[config.mk]
export PLATFORM = sky130hd
export DESIGN_NAME = nor_cmd_seq
export DESIGN_NICKNAME = d
export VERILOG_FILES = /design/src/rtl/nfc_pkg.sv /design/src/rtl/nfc_bus_cycle.sv /design/src/rtl/nfc_seq_fsm.sv /design/src/rtl/nor_cmd_seq.sv
export SDC_FILE = /design/constraint.sdc
export NUM_CORES = 1
export LEC_CHECK = 0
export ABC_AREA = 1
export ABC_CLOCK_PERIOD_IN_PS = 4600
export BUFFER_PORTS_ARGS = -buffer_cell sky130_fd_sc_hd__buf_4
export CORE_UTILIZATION = 50
export CTS_CLUSTER_DIAMETER = 40
export CTS_CLUSTER_SIZE = 30
export DETAILED_ROUTE_END_ITERATION = 12
export PLACE_DENSITY = 0.74
export SKIP_CTS_REPAIR_TIMING = 1
export SLEW_MARGIN = 25
export SYNTH_ARGS = -nofsm -noshare
export SYNTH_HDL_FRONTEND = slang
export SYNTH_SLANG_ARGS = --single-unit
[constraint.sdc]
create_clock -name clk -period 4.6 [get_ports clk]
set_input_delay 0.92 -clock clk [delete_from_list [all_inputs] [get_ports clk]]
set_output_delay 0.92 -clock clk [all_outputs]
set_load 0.1 [all_outputs]
[src/rtl/nfc_pkg.sv]
package nfc_pkg;

    localparam int DATA_W   = 16;
    localparam int RDY_BIT  = 7;
    localparam int SUSP_BIT = 6;

    localparam logic [DATA_W-1:0] CMD_READ_ARRAY = 16'h00FF;
    localparam logic [DATA_W-1:0] CMD_CLR_STAT   = 16'h0050;
    localparam logic [DATA_W-1:0] CMD_CFG_SETUP  = 16'h0060;
    localparam logic [DATA_W-1:0] CMD_CONFIRM    = 16'h00D0;
    localparam logic [DATA_W-1:0] CMD_PROG_SETUP = 16'h0040;
    localparam logic [DATA_W-1:0] CMD_ERASE_SET  = 16'h0020;
    localparam logic [DATA_W-1:0] CMD_RD_STAT    = 16'h0070;
    localparam logic [DATA_W-1:0] CMD_SUSPEND    = 16'h00B0;

    typedef enum logic [1:0] {
        OP_INIT  = 2'd0,
        OP_PROG  = 2'd1,
        OP_ERASE = 2'd2,
        OP_BAD   = 2'd3
    } op_e;

    // Fixed write bursts the sequencer can issue
    typedef enum logic [2:0] {
        SQ_PROG_PRE, SQ_ERASE_PRE, SQ_INIT_PRE, SQ_SUSPEND,
        SQ_RESUME,   SQ_STATUS,    SQ_INIT_RES, SQ_EXIT
    } seq_e;

    // What a status poll is waiting for
    typedef enum logic [2:0] {
        PK_PROG, PK_ERASE, PK_SUSP, PK_INIT1, PK_INIT2
    } poll_e;

    typedef struct packed {
        logic [DATA_W-1:0] word;
        logic              last;
        logic              is_data;
    } step_t;

    function automatic logic [2:0] seq_len(input seq_e s);
        case (s)
            SQ_PROG_PRE:  return 3'd5;
            SQ_ERASE_PRE: return 3'd6;
            SQ_INIT_PRE:  return 3'd4;
            SQ_SUSPEND:   return 3'd2;
            SQ_RESUME:    return 3'd2;
            default:      return 3'd1;
        endcase
    endfunction

    function automatic step_t seq_step(input seq_e s, input logic [2:0] i);
        step_t r;
        r.word    = CMD_READ_ARRAY;
        r.is_data = 1'b0;
        r.last    = (i == seq_len(s) - 3'd1);
        case (s)
            SQ_PROG_PRE: begin
                case (i)
                    3'd0:    r.word = CMD_CFG_SETUP;
                    3'd1:    r.word = CMD_CONFIRM;
                    3'd2:    r.word = CMD_CLR_STAT;
                    3'd3:    r.word = CMD_PROG_SETUP;
                    default: r.is_data = 1'b1;
                endcase
            end
            SQ_ERASE_PRE: begin
                case (i)
                    3'd0:    r.word = CMD_CFG_SETUP;
                    3'd1:    r.word = CMD_CONFIRM;
                    3'd2:    r.word = CMD_CLR_STAT;
                    3'd3:    r.word = CMD_ERASE_SET;
                    3'd4:    r.word = CMD_CONFIRM;
                    default: r.word = CMD_RD_STAT;
                endcase
            end
            SQ_INIT_PRE: begin
                case (i)
                    3'd0:    r.word = CMD_CLR_STAT;
                    3'd1:    r.word = CMD_READ_ARRAY;
                    3'd2:    r.word = CMD_CFG_SETUP;
                    default: r.word = CMD_CONFIRM;
                endcase
            end
            SQ_SUSPEND: r.word = (i == 3'd0) ? CMD_SUSPEND : CMD_RD_STAT;
            SQ_RESUME:  r.word = (i == 3'd0) ? CMD_CONFIRM : CMD_RD_STAT;
            SQ_STATUS:  r.word = CMD_RD_STAT;
            SQ_INIT_RES: r.word = CMD_CONFIRM;
            default:    r.word = CMD_READ_ARRAY;
        endcase
        return r;
    endfunction

endpackage

[src/rtl/nfc_bus_cycle.sv]
module nfc_bus_cycle
    import nfc_pkg::*;
#(
    parameter int ADDR_W   = 20,
    parameter int WR_PULSE = 2,
    parameter int RD_PULSE = 2
) (
    input  logic              clk,
    input  logic              rst,
    input  logic              go,
    input  logic              go_wr,
    input  logic [ADDR_W-1:0] go_addr,
    input  logic [DATA_W-1:0] go_data,
    output logic              done,
    output logic [DATA_W-1:0] rdata,
    output logic              ce_n,
    output logic              we_n,
    output logic              oe_n,
    output logic [ADDR_W-1:0] addr,
    output logic [DATA_W-1:0] dq_out,
    output logic              dq_oe,
    input  logic [DATA_W-1:0] dq_in
);

    localparam int MAX_P = (WR_PULSE > RD_PULSE) ? WR_PULSE : RD_PULSE;
    localparam int CNT_W = $clog2(MAX_P + 1);
    localparam logic [CNT_W-1:0] WR_LOAD = CNT_W'(WR_PULSE - 1);
    localparam logic [CNT_W-1:0] RD_LOAD = CNT_W'(RD_PULSE - 1);

    typedef enum logic [1:0] {B_IDLE, B_SETUP, B_STROBE, B_HOLD} bst_e;

    bst_e              st;
    logic [CNT_W-1:0]  cnt;
    logic              wr_q;
    logic [ADDR_W-1:0] addr_q;
    logic [DATA_W-1:0] data_q;
    logic [DATA_W-1:0] rdata_q;

    always_ff @(posedge clk) begin
        if (rst) begin
            st      <= B_IDLE;
            cnt     <= '0;
            wr_q    <= 1'b0;
            addr_q  <= '0;
            data_q  <= '0;
            rdata_q <= '0;
        end else begin
            case (st)
                B_IDLE: begin
                    if (go) begin
                        wr_q   <= go_wr;
                        addr_q <= go_addr;
                        data_q <= go_data;
                        st     <= B_SETUP;
                    end
                end
                B_SETUP: begin
                    cnt <= wr_q ? WR_LOAD : RD_LOAD;
                    st  <= B_STROBE;
                end
                B_STROBE: begin
                    if (cnt == '0) begin
                        if (!wr_q) rdata_q <= dq_in;
                        st <= B_HOLD;
                    end else begin
                        cnt <= cnt - 1'b1;
                    end
                end
                default: st <= B_IDLE;
            endcase
        end
    end

    assign ce_n   = (st != B_STROBE);
    assign we_n   = !((st == B_STROBE) && wr_q);
    assign oe_n   = !((st == B_STROBE) && !wr_q);
    assign dq_oe  = wr_q && (st != B_IDLE);
    assign addr   = addr_q;
    assign dq_out = data_q;
    assign done   = (st == B_HOLD);
    assign rdata  = rdata_q;

endmodule

[src/rtl/nfc_seq_fsm.sv]
module nfc_seq_fsm
    import nfc_pkg::*;
#(
    parameter int ADDR_W = 20
) (
    input  logic              clk,
    input  logic              rst,
    input  logic              req_valid,
    input  logic [1:0]        req_op,
    input  logic [ADDR_W-1:0] req_addr,
    input  logic [DATA_W-1:0] req_data,
    output logic              req_ack,
    output logic              req_err,
    input  logic              irq_req,
    input  logic              resume_req,
    output logic              suspended,
    output logic              bus_go,
    output logic              bus_wr,
    output logic [ADDR_W-1:0] bus_addr,
    output logic [DATA_W-1:0] bus_wdata,
    input  logic              bus_done,
    input  logic [DATA_W-1:0] bus_rdata
);

    typedef enum logic [2:0] {
        S_IDLE, S_RD_OLD, S_WSEQ, S_POLL, S_RD_STAT, S_SUSP_WAIT, S_DONE
    } st_e;

    st_e               st;
    seq_e              seq_q;
    logic [2:0]        idx_q;
    poll_e             pk_q;
    logic              pend_q;
    logic              to_susp_q;
    logic              err_q;
    logic [ADDR_W-1:0] addr_q;
    logic [DATA_W-1:0] data_q;
    step_t             step;
    logic              rdy;

    assign step = seq_step(seq_q, idx_q);
    assign rdy  = bus_rdata[RDY_BIT];

    assign bus_go    = !pend_q && ((st == S_RD_OLD) || (st == S_WSEQ) ||
                                   (st == S_POLL)   || (st == S_RD_STAT));
    assign bus_wr    = (st == S_WSEQ);
    assign bus_addr  = addr_q;
    assign bus_wdata = step.is_data ? data_q : step.word;

    assign req_ack   = (st == S_DONE);
    assign req_err   = (st == S_DONE) && err_q;
    assign suspended = (st == S_SUSP_WAIT);

    always_ff @(posedge clk) begin
        if (rst) begin
            st        <= S_IDLE;
            seq_q     <= SQ_EXIT;
            idx_q     <= '0;
            pk_q      <= PK_PROG;
            pend_q    <= 1'b0;
            to_susp_q <= 1'b0;
            err_q     <= 1'b0;
            addr_q    <= '0;
            data_q    <= '0;
        end else begin
            if (bus_go)   pend_q <= 1'b1;
            if (bus_done) pend_q <= 1'b0;
            case (st)
                S_IDLE: begin
                    if (req_valid) begin
                        addr_q    <= req_addr;
                        data_q    <= req_data;
                        err_q     <= 1'b0;
                        to_susp_q <= 1'b0;
                        idx_q     <= '0;
                        case (op_e'(req_op))
                            OP_PROG:  st <= S_RD_OLD;
                            OP_ERASE: begin st <= S_WSEQ; seq_q <= SQ_ERASE_PRE; end
                            OP_INIT:  begin st <= S_WSEQ; seq_q <= SQ_INIT_PRE;  end
                            default:  begin st <= S_DONE; err_q <= 1'b1;        end
                        endcase
                    end
                end
                S_RD_OLD: begin
                    if (bus_done) begin
                        if ((~bus_rdata & data_q) != '0) begin
                            err_q <= 1'b1;
                            st    <= S_DONE;
                        end else begin
                            st    <= S_WSEQ;
                            seq_q <= SQ_PROG_PRE;
                            idx_q <= '0;
                        end
                    end
                end
                S_WSEQ: begin
                    if (bus_done) begin
                        if (!step.last) begin
                            idx_q <= idx_q + 3'd1;
                        end else begin
                            idx_q <= '0;
                            st    <= S_POLL;
                            case (seq_q)
                                SQ_PROG_PRE:  pk_q <= PK_PROG;
                                SQ_ERASE_PRE: pk_q <= PK_ERASE;
                                SQ_INIT_PRE:  pk_q <= PK_INIT1;
                                SQ_SUSPEND:   pk_q <= PK_SUSP;
                                SQ_RESUME:    pk_q <= PK_ERASE;
                                SQ_INIT_RES:  pk_q <= PK_INIT2;
                                SQ_STATUS:    st   <= S_RD_STAT;
                                default:      st   <= to_susp_q ? S_SUSP_WAIT : S_DONE;
                            endcase
                        end
                    end
                end
                S_POLL: begin
                    if (bus_done) begin
                        if (!rdy) begin
                            if ((pk_q == PK_ERASE) && irq_req) begin
                                st    <= S_WSEQ;
                                seq_q <= SQ_SUSPEND;
                                idx_q <= '0;
                            end
                        end else begin
                            st    <= S_WSEQ;
                            idx_q <= '0;
                            case (pk_q)
                                PK_INIT1: seq_q <= SQ_STATUS;
                                PK_SUSP: begin
                                    seq_q     <= SQ_EXIT;
                                    to_susp_q <= bus_rdata[SUSP_BIT];
                                end
                                default:  seq_q <= SQ_EXIT;
                            endcase
                        end
                    end
                end
                S_RD_STAT: begin
                    if (bus_done) begin
                        st    <= S_WSEQ;
                        idx_q <= '0;
                        seq_q <= bus_rdata[SUSP_BIT] ? SQ_INIT_RES : SQ_EXIT;
                    end
                end
                S_SUSP_WAIT: begin
                    if (resume_req) begin
                        to_susp_q <= 1'b0;
                        st        <= S_WSEQ;
                        seq_q     <= SQ_RESUME;
                        idx_q     <= '0;
                    end
                end
                default: st <= S_IDLE;
            endcase
        end
    end

endmodule

[src/rtl/nor_cmd_seq.sv]
module nor_cmd_seq
    import nfc_pkg::*;
#(
    parameter int ADDR_W   = 20,
    parameter int WR_PULSE = 2,
    parameter int RD_PULSE = 2
) (
    input  logic              clk,
    input  logic              rst,
    input  logic              req_valid,
    input  logic [1:0]        req_op,
    input  logic [ADDR_W-1:0] req_addr,
    input  logic [15:0]       req_data,
    output logic              req_ack,
    output logic              req_err,
    input  logic              irq_req,
    input  logic              resume_req,
    output logic              erase_suspended,
    output logic              fl_ce_n,
    output logic              fl_we_n,
    output logic              fl_oe_n,
    output logic [ADDR_W-1:0] fl_addr,
    output logic [15:0]       fl_dq_out,
    output logic              fl_dq_oe,
    input  logic [15:0]       fl_dq_in
);

    logic              bus_go;
    logic              bus_wr;
    logic [ADDR_W-1:0] bus_addr;
    logic [DATA_W-1:0] bus_wdata;
    logic              bus_done;
    logic [DATA_W-1:0] bus_rdata;

    nfc_seq_fsm #(.ADDR_W(ADDR_W)) seq_i (
        .clk        (clk),
        .rst        (rst),
        .req_valid  (req_valid),
        .req_op     (req_op),
        .req_addr   (req_addr),
        .req_data   (req_data),
        .req_ack    (req_ack),
        .req_err    (req_err),
        .irq_req    (irq_req),
        .resume_req (resume_req),
        .suspended  (erase_suspended),
        .bus_go     (bus_go),
        .bus_wr     (bus_wr),
        .bus_addr   (bus_addr),
        .bus_wdata  (bus_wdata),
        .bus_done   (bus_done),
        .bus_rdata  (bus_rdata)
    );

    nfc_bus_cycle #(
        .ADDR_W   (ADDR_W),
        .WR_PULSE (WR_PULSE),
        .RD_PULSE (RD_PULSE)
    ) bus_i (
        .clk     (clk),
        .rst     (rst),
        .go      (bus_go),
        .go_wr   (bus_wr),
        .go_addr (bus_addr),
        .go_data (bus_wdata),
        .done    (bus_done),
        .rdata   (bus_rdata),
        .ce_n    (fl_ce_n),
        .we_n    (fl_we_n),
        .oe_n    (fl_oe_n),
        .addr    (fl_addr),
        .dq_out  (fl_dq_out),
        .dq_oe   (fl_dq_oe),
        .dq_in   (fl_dq_in)
    );

endmodule

==> impl_metrics.csv <==
group,metric,value,unit
logic_synthesis,synth_cells,686,
sta,period_share,56.3,%
worst_setup_path,path_class,"reg2out",
sta,fin_crit,2590,ps
status,status,"completed",
die,die_h,101,microns
global_route,grt_max_degree,61,
logic_synthesis,synth_area_leaders,"dfxtp_1 44%, nand2_1 11%, a21oi_1 10%, o21ai_0 8.4%, inv_1 6.0%",
logic_synthesis,synthDistinctLibCells,32,
sta,worst_slew_pin_slew,822,ps
die,die_area,10200,sq um
detailed_routing,routedWlPerCell,13.2,microns
detailed_routing,drtIter0Drc,193,
sta,finalHoldViolCount,0,
detailed_routing,drcViolationCount,0,
worst_setup_path,cp_max_fo,9,
global_route,gr-total-overflow,0,
logic_synthesis,avgSynthCellArea,7.17,sq um
clocking,clk_pin_slew,100,ps
layout,regArea,2160,sq um
logic_synthesis,synth_edf_count,0,
pwr,peakVddDrop,0.439,mV
clocking,cts_buffers,9,
layout,multiInputGateArea,2260,sq um
clocking,root_buffer,"clkbuf_8",
die,start_util,52.5,%
die,fp.dieW,101,microns
logic_synthesis,synth_common_cells,"144 x nand2_1, 108 x dfxtp_1, 98 x a21oi_1",
die,core-area,9370,sq um
global_route,grt_pass1_wl,19300,microns
layout,nets,836,
place,hpwl,8780,microns
pwr,leakagePower,0.00258,uW
sta,slew_headroom,45.1,%
detailed_routing,vias,4623,
clocking,clock-sinks,108,
global_route,track_usage,23.9,%
worst_hold_path,hold_path_class,"reg2reg",
worst_setup_path,end_kind,"output pin",
logic_synthesis,synth_flop_cell,"dfxtp_1",
detailed_routing,drtPass1Iterations,5,
sta,finClkSkew,14.1,ps
logic_synthesis,synth.most_common_cell,"nand2_1",
logic_synthesis,netlist_area,4920,sq um
place,gp_routability_congestion,0.882,
sta,setup-violations-final,0,
die,io_pins,102,
place,port_buffers,101,
worst_setup_path,critPathArrivalTime,1670,ps
logic_synthesis,seq_area_frac_synth,43.9,%
worst_setup_path,critPathSlowestCell,"dfxtp_1",
layout,syn2layout_area_growth,19.0,%
detailed_routing,wl,11900,microns
sta,tns,0,ps
sta,timing.fmax,386,MHz
sta,rsz0062_at_grt,"no",
logic_synthesis,syn_nets,756,
logic_synthesis,ys_ff_latch,108,
die,num_rows,35,
worst_setup_path,r2r_slack,2180,ps
layout,stdcell_area,5860,sq um
pwr,p_per_area,734,nW/um^2
clocking,clockBufferDepth,2,
logic_synthesis,synth_top_cell_by_area,"dfxtp_1",
worst_setup_path,required,3680,ps
logic_synthesis,async_reset_ff_share,0,%
worst_setup_path,crit_path_cell_trace,"nand2_1, nor3_1, buf_4",
sta,slew_viol_final,0,
detailed_routing,route.antenna.remaining_nets,0,
logic_synthesis,yosys.area.top_type_share,43.9,%
logic_synthesis,ys_warn_count,0,
clocking,cts_tree,"done",
place,place_area,5670,sq um
layout,diodes,0,
clocking,clk_latency,370,ps
global_route,grt_pass1_vias,4197,
global_route,antenna_found_initial,0,
layout,nFillCells,892,
flow_run,max-cap-violations,0,
worst_setup_path,cp_slowest_stage_delay,630,ps
clocking,htree_num_levels,3,
worst_setup_path,critPathLaunchType,"flip-flop",
layout,drive_gt1_share,18.3,%
detailed_routing,routed_via_density,5.14,
==> cells in the final DEF, fill, tap and decap left out, drive strengths merged <==
cell / netlist / layout
nand2: 150 / 150
dfxtp: 108 / 108
buf: 17 / 104
a21oi: 100 / 100
o21ai: 86 / 86
inv: 81 / 82
nor2: 50 / 50
nand3: 38 / 38
ha: 11 / 11
clkbuf: 18 / 11
nor3: 7 / 7
a31oi: 4 / 4
o211ai: 3 / 3
nand4: 3 / 3
clkinv: 1 / 3
o21bai: 2 / 2
xor2: 2 / 2
clkinvlp: 0 / 2
nand3b: 1 / 1
o22ai: 1 / 1
a211oi: 1 / 1
o221ai: 1 / 1
a32oi: 1 / 1
==> flip-flops by register name (all words and copies together) (netlist names) <==
signal           count
bus_i.addr          20
bus_i.cnt            2
bus_i.dq_out        16
bus_i.rdata         16
bus_i.st             2
bus_i.wr_q           1
seq_i.bus_addr      20
seq_i.data_q        16
seq_i.err_q          1
seq_i.idx_q          3
seq_i.pend_q         1
seq_i.pk_q           3
seq_i.seq_q          3
seq_i.st             3
seq_i.to_susp_q      1
==> power by group <==
group	leakage, uW	internal (uW)	switching, uW	total (uW)
registers	0.000886	1220	188	1410
clock network	0.0000881	219	331	550
logic	0.00161	595	1750	2340
total	0.00258	2030	2270	4300
==> routing by layer <==
layer,track usage (%),vias up,routed length [microns]
met5,0,-,0
met4,6.35,0,112
met3,6.49,10,873
met2,38.8,109,5550
met1,31.5,2112,5350
li1,-,2392,-
==> cells by family (layout without fill, tap and decap cells) <==
logic type	after synthesis	count (layout)	synth area share, %
flops	108	108	43.9
buf+inv	117	202	10.3
simple gates	249	249	21.6
fa+ha+maj	11	11	2.80
xor+xnor	2	2	0.356
compound gates	199	199	21.0
==> layout make-up <==
cell class / count / share of cell area, %
timing repair buffer: 104 / 13.3
clock inverter: 5 / 0.748
clock buffer: 11 / 2.41
sequential: 108 / 36.9
tap: 129 / 2.76
multi-input combinational: 461 / 38.5
inverter: 82 / 5.28
==> worst max-delay path, delay by kind of cell (launching register included) <==
kind                   cells  cell delay, ps
DFF                        1             630
and+or+nand+nor            2             350
buffers and inverters      1             320
==> path summary, 6_finish.rpt <==
path | startpoint | endpoint | cells after the start
max | seq_i.st[1]$_SDFFE_PP0P_ | req_err | 3
max reg2reg | seq_i.st[0]$_SDFFE_PP0P_ | bus_i.dq_out[3]$_SDFFE_PP0P_ | 7
min | seq_i.bus_addr[19]$_SDFFE_PP0P_ | bus_i.addr[19]$_SDFFE_PP0P_ | 2
min reg2reg | seq_i.bus_addr[19]$_SDFFE_PP0P_ | bus_i.addr[19]$_SDFFE_PP0P_ | 2
==> through the flow <==
step                hold slack (ps)  util [%]  total power (uW)  instances  worst slack [ps]
floorplan                       421         -              3310        686              1120
global route                    475      62.5              4600        900              1860
global placement                434      60.5              3710        884              2160
detailed placement              441      60.5              3760        884              2110
finish                          449      62.5              4300        900              2010
CTS                             456      62.4              4320        900              2000
Power figures use the tool's default switching activity.
